===== config.mk =====
export PLATFORM = sky130hd
export DESIGN_NAME = vram_port_ctrl
export DESIGN_NICKNAME = d
export VERILOG_FILES = /design/src/rtl/vram_port_pkg.sv /design/src/rtl/vram_addr_step.sv /design/src/rtl/vram_addr_remap.sv /design/src/rtl/vram_port_ctrl.sv
export SDC_FILE = /design/constraint.sdc
export NUM_CORES = 1
export LEC_CHECK = 0
export CORE_MARGIN = 2
export CORE_UTILIZATION = 23
export DETAILED_ROUTE_END_ITERATION = 6
export DONT_BUFFER_PORTS = 1
export SYNTH_ARGS = -nofsm -noshare
export SYNTH_HDL_FRONTEND = slang
export SYNTH_SLANG_ARGS = --single-unit
export TNS_END_PERCENT = 10

===== constraint.sdc =====
create_clock -name clk_i -period 2.4 [get_ports clk_i]
set_clock_uncertainty 0.05 [all_clocks]
set_input_delay 0.24 -clock clk_i [delete_from_list [all_inputs] [get_ports clk_i]]
set_output_delay 0.24 -clock clk_i [all_outputs]
set_load 0.02 [all_outputs]

===== src/rtl/vram_port_pkg.sv =====
package vram_port_pkg;
  typedef enum logic [2:0] {
    SEL_CTRL = 3'd0,
    SEL_ALO  = 3'd1,
    SEL_AHI  = 3'd2,
    SEL_DLO  = 3'd3,
    SEL_DHI  = 3'd4
  } reg_sel_e;
endpackage


===== src/rtl/vram_addr_step.sv =====
module vram_addr_step #(
  parameter int ADDR_W   = 16,
  parameter int STEP_MID = 32,
  parameter int STEP_BIG = 128
) (
  input  logic [1:0]        code_i,
  output logic [ADDR_W-1:0] step_o
);
  always_comb begin
    unique case (code_i)
      2'd0:    step_o = ADDR_W'(1);
      2'd1:    step_o = ADDR_W'(STEP_MID);
      default: step_o = ADDR_W'(STEP_BIG);
    endcase
  end
endmodule


===== src/rtl/vram_addr_remap.sv =====
module vram_addr_remap #(
  parameter int ADDR_W = 16,
  parameter int BASE_W = 8,
  parameter int ROT    = 3
) (
  input  logic [1:0]        mode_i,
  input  logic [ADDR_W-1:0] addr_i,
  output logic [ADDR_W-1:0] addr_o
);
  logic [ADDR_W-1:0] map_w [4];

  assign map_w[0] = addr_i;

  for (genvar m = 1; m < 4; m++) begin : g_map
    localparam int LW = BASE_W + m - 1;
    // rotate the low LW bits left by ROT, keep the rest
    assign map_w[m] = {addr_i[ADDR_W-1:LW], addr_i[LW-ROT-1:0], addr_i[LW-1:LW-ROT]};
  end

  assign addr_o = map_w[mode_i];
endmodule


===== src/rtl/vram_port_ctrl.sv =====
module vram_port_ctrl
  import vram_port_pkg::*;
#(
  parameter int BYTE_W   = 8,
  parameter int STEP_MID = 32,
  parameter int STEP_BIG = 128,
  parameter int BASE_W   = 8,
  parameter int ROT      = 3
) (
  input  logic                clk_i,
  input  logic                rst_ni,
  input  logic                wr_en_i,
  input  logic [2:0]          wr_sel_i,
  input  logic [BYTE_W-1:0]   wr_data_i,
  output logic                vram_we_o,
  output logic [1:0]          vram_be_o,
  output logic [2*BYTE_W-1:0] vram_addr_o,
  output logic [2*BYTE_W-1:0] vram_wdata_o
);
  localparam int ADDR_W = 2 * BYTE_W;

  logic [1:0]        step_code_q;
  logic [1:0]        remap_q;
  logic              trig_hi_q;
  logic [ADDR_W-1:0] addr_q;
  logic [ADDR_W-1:0] step_w;
  logic [ADDR_W-1:0] mapped_w;

  vram_addr_step #(
    .ADDR_W  (ADDR_W),
    .STEP_MID(STEP_MID),
    .STEP_BIG(STEP_BIG)
  ) i_step (
    .code_i(step_code_q),
    .step_o(step_w)
  );

  vram_addr_remap #(
    .ADDR_W(ADDR_W),
    .BASE_W(BASE_W),
    .ROT   (ROT)
  ) i_remap (
    .mode_i(remap_q),
    .addr_i(addr_q),
    .addr_o(mapped_w)
  );

  logic wr_lo, wr_hi;
  assign wr_lo = wr_en_i && (wr_sel_i == SEL_DLO);
  assign wr_hi = wr_en_i && (wr_sel_i == SEL_DHI);

  always_ff @(posedge clk_i or negedge rst_ni) begin
    if (!rst_ni) begin
      step_code_q  <= '0;
      remap_q      <= '0;
      trig_hi_q    <= 1'b0;
      addr_q       <= '0;
      vram_we_o    <= 1'b0;
      vram_be_o    <= '0;
      vram_addr_o  <= '0;
      vram_wdata_o <= '0;
    end else begin
      vram_we_o <= 1'b0;
      vram_be_o <= '0;
      if (wr_en_i) begin
        unique case (wr_sel_i)
          SEL_CTRL: begin
            step_code_q <= wr_data_i[1:0];
            remap_q     <= wr_data_i[3:2];
            trig_hi_q   <= wr_data_i[BYTE_W-1];
          end
          SEL_ALO: addr_q[BYTE_W-1:0]      <= wr_data_i;
          SEL_AHI: addr_q[ADDR_W-1:BYTE_W] <= wr_data_i;
          SEL_DLO: begin
            vram_we_o    <= 1'b1;
            vram_be_o    <= 2'b01;
            vram_addr_o  <= mapped_w;
            vram_wdata_o <= {{BYTE_W{1'b0}}, wr_data_i};
            if (!trig_hi_q) addr_q <= addr_q + step_w;
          end
          SEL_DHI: begin
            vram_we_o    <= 1'b1;
            vram_be_o    <= 2'b10;
            vram_addr_o  <= mapped_w;
            vram_wdata_o <= {wr_data_i, {BYTE_W{1'b0}}};
            if (trig_hi_q) addr_q <= addr_q + step_w;
          end
          default: ;
        endcase
      end
    end
  end

  p_one_lane_r3: assert property (@(posedge clk_i) disable iff (!rst_ni)
    vram_we_o |-> $countones(vram_be_o) == 1);

  p_inc_trig_r5: assert property (@(posedge clk_i) disable iff (!rst_ni)
    ((wr_lo && !trig_hi_q) || (wr_hi && trig_hi_q)) |=> addr_q == $past(addr_q) + $past(step_w));

  p_hold_other_r6: assert property (@(posedge clk_i) disable iff (!rst_ni)
    ((wr_lo && trig_hi_q) || (wr_hi && !trig_hi_q)) |=> $stable(addr_q));

  p_load_lo_r2: assert property (@(posedge clk_i) disable iff (!rst_ni)
    (wr_en_i && wr_sel_i == SEL_ALO) |=> addr_q[ADDR_W-1:BYTE_W] == $past(addr_q[ADDR_W-1:BYTE_W]));

  p_pass_r7: assert property (@(posedge clk_i) disable iff (!rst_ni)
    ((wr_lo || wr_hi) && remap_q == 2'd0) |=> vram_addr_o == $past(addr_q));

  p_strobe_r12: assert property (@(posedge clk_i) disable iff (!rst_ni)
    !(wr_lo || wr_hi) |=> !vram_we_o);
endmodule


==> impl_metrics.py <==
metrics = {
    "route": {
        "dr_wl_met2_um": 3190,
        "vias": 1951,
        "vias_per_cell": 4.95,
        "drc": 0,
        "met1_length_um": 3020,
        "ant_nets": 0,
        "totalWireLength_um": 6850,
        "top_layer": "met4",
        "wl_per_cell_um": 17.4,
        "drtIter0Drc": 109,
        "met3_length_um": 512,
        "drtPass1Iterations": 4,
    },
    "global_routing": {
        "grt_max_degree": 57,
        "first_global_vias": 1938,
        "grt_overflow_total": 0,
        "grt_pass1_wl_um": 11100,
        "grt_antenna_before_repair": 0,
        "grt_use_total_pct": 11.0,
    },
    "worst_hold_path": {
        "hp-class": "input pin to flop",
    },
    "cells_and_area": {
        "fin_cells": 394,
        "design_area_um2": 3090,
        "antenna_cells": 0,
        "nNetsFinal": 265,
        "fillers": 1244,
        "drive_gt1_share_pct": 14.2,
        "syn_to_final_growth_pct": 11.2,
    },
    "clocking": {
        "post_cts_buffers": 0,
        "clk_latency_ns": 0.30,
        "cts_hold_buf": 2,
        "htree_num_levels": 2,
        "root_buffer": "clkbuf_16",
        "cts_tree": "yes",
        "cts_buffers": 5,
        "ctsLongestPathBuffers": 2,
        "cts-resized-gates": 0,
        "clkTransAtPathRegs_ns": 0.08,
        "cts.sinks": 56,
    },
    "setup_path": {
        "r2r_end": "addr_q[13]",
        "critPathCaptureType": "flop",
        "critPathLaunch": "addr_q[7]",
        "r2r_slack_ns": 0.26,
        "arrival_ns": 2.29,
        "critPathSlowestCell": "dfrtp_1",
        "crit_end": "addr_q[13]",
        "crit_required_ns": 2.56,
        "worstSetupStartpointType": "flop",
        "reg2regPathDepth": 6,
        "path_cells": "ha_1 > a31oi_1 > o21ai_1 > nor2b_1 > and4_1 > nor4_2",
        "timing.rr.start": "addr_q[7]",
        "max_stage_delay_ns": 0.44,
        "criticalPathCategory": "flop to flop",
        "crit_fanout": 6,
    },
    "job": {
        "drv_cap": 0,
    },
    "die": {
        "placementRows": 40,
        "start_util_pct": 23.3,
        "core-area_um2": 11900,
        "die_h_um": 114,
        "die_w_um": 114,
        "dieArea_um2": 13000,
        "ioPinCount": 49,
    },
    "place": {
        "place_area_um2": 2910,
        "dp.cells": 385,
        "place_congestion": 0.873,
        "port_buffers": 0,
        "hpwl_um": 4830,
    },
    "synthesis": {
        "synth_cell_types": 48,
        "synth_top_area_share_pct": 50.5,
        "synth_area_leaders": "dfrtp_1 50%, a22o_1 5.0%, mux2_4 4.9%",
        "syn-cell-area_um2": 2780,
        "synth_top_area_cell": "dfrtp_1",
        "synth-seq-cells": 56,
        "syn_avg_cell_area_um2": 11.1,
        "ys_seq_area_share_pct": 50.5,
        "syn_nets": 269,
        "yosys_warnings": 0,
        "netlist_instances": 251,
    },
    "timing": {
        "slew_violations": 0,
        "rsz0062_at_grt": "no",
        "post-route-period-util_pct": 89.0,
        "setup_tns_ns": 0,
        "setup_viol": 0,
        "worstMarginPinSlew_ns": 0.736,
        "maxSlewHeadroom_pct": 50.8,
        "period_needed_ns": 2.14,
        "timing.fmax_mhz": 468,
        "hold_violations": 0,
    },
    "power": {
        "pwr_density_cell_nw_per_um2": 988,
        "p_leak_uw": 0.00132,
        "vdd_drop_max_mv": 0.325,
    },
    "outcome": {
        "outcome": "finished clean",
    },
}
-- cell type report --
class | count | area [um2] | area share [%]
multi-input cells | 174 | 1270 | 41.1
flip-flops and latches | 56 | 1400 | 45.4
inverters | 4 | 15.0 | 0.486
well taps | 147 | 184 | 5.96
clock inverters | 2 | 12.5 | 0.405
repair buffers | 6 | 80.1 | 2.59
clock buffers | 5 | 125 | 4.05
-- how the worst min path moves through the flow --
stage,end,slack [ns],from,cells after the start
final,vram_wdata_o[12],0.03,wr_data_i[4],1
after global routing,vram_wdata_o[8],0.02,wr_data_i[0],1
after CTS,vram_wdata_o[12],0.02,wr_data_i[4],1
after detailed placement,vram_addr_o[15],-0.10,rst_ni,0
after global placement,vram_addr_o[15],-0.10,rst_ni,0
after floorplan,addr_q[0],-0.11,rst_ni,0
-- layout by cell type (no fill, tap or decap), types with 3 or more instances in the layout --
cell type,netlist,final
a21oi_1,13,13
a22o_1,16,16
a2bb2oi_1,3,3
a31oi_1,7,7
and3_1,4,4
buf_4,3,3
clkbuf_16,0,5
dfrtp_1,56,56
ha_1,4,4
inv_1,4,4
mux2_2,4,4
mux2_4,9,9
mux2i_1,7,7
mux4_2,3,3
nand2_1,22,22
nand3_1,6,6
nand4_1,3,3
nor2_1,16,16
nor2b_1,3,3
nor3_1,4,4
o21ai_0,15,15
o22a_1,3,3
o22ai_1,3,3
-- per-layer routing --
layer	up-vias	track usage (%)
li1	918	-
met1	972	13.7
met2	51	17.4
met3	10	4.25
met4	0	3.74
met5	-	0
-- stage by stage --
step	total power, uW	hold slack (ns)	util, %	setup WS (ns)
after floorplan	2150	-0.106	-	0.526
after global placement	2320	-0.102	24.5	0.355
after detailed placement	2340	-0.103	24.5	0.305
after CTS	3090	0.0222	25.9	0.267
after global routing	3240	0.0193	25.9	0.0511
final	3050	0.0315	25.9	0.264
-- report_power, final --
part	internal, uW	total (uW)	switching [uW]
clock	380	711	331
sequential	1200	1680	488
combinational	372	656	284
-- Yosys cell counts (all sizes together) --
master	instances
a221oi	1
nor4b	2
inv	4
and4	2
dfrtp	56
and2	1
and3	4
o22ai	3
nor3b	2
o311a	1
o31ai	1
nand2	23
a31oi	7
nor4bb	1
o21ai	18
nand3	6
nor3	4
nor2	16
a21oi	13
mux2	13
nor4	1
mux4	3
mux2i	7
o21bai	2
a31o	1
xor2	1
a21o	2
nand4	3
a2bb2oi	3
o21a	2
o22a	3
or3	1
clkbuf	6
a211oi	1
ha	4
nor2b	4
a41oi	1
buf	11
a22o	16
nand2b	1
-- state kept, by name, indices dropped and copies added (netlist names) --
name / cells
addr_q: 16
remap_q: 2
vram_be_o: 2
vram_addr_o: 16
vram_we_o: 1
trig_hi_q: 1
vram_wdata_o: 16
step_code_q: 2
-- cell families after synthesis --
kind of cell | count (synthesis) | share of synthesized area [%]
buf+inv | 21 | 3.83
xor+xnor | 1 | 0.315
simple gates | 71 | 13.8
mux | 23 | 11.4
compound gates | 75 | 18.4
fa+ha+maj | 4 | 1.80
flops | 56 | 50.5
-- worst max-delay path, delay by kind of cell, from the launching register on --
kind / cells / cell delay (ns)
compound gates: 2 / 0.52
fa+ha+maj: 1 / 0.38
simple gates: 3 / 0.67
flops: 1 / 0.44
Power figures use the tool's default switching activity.
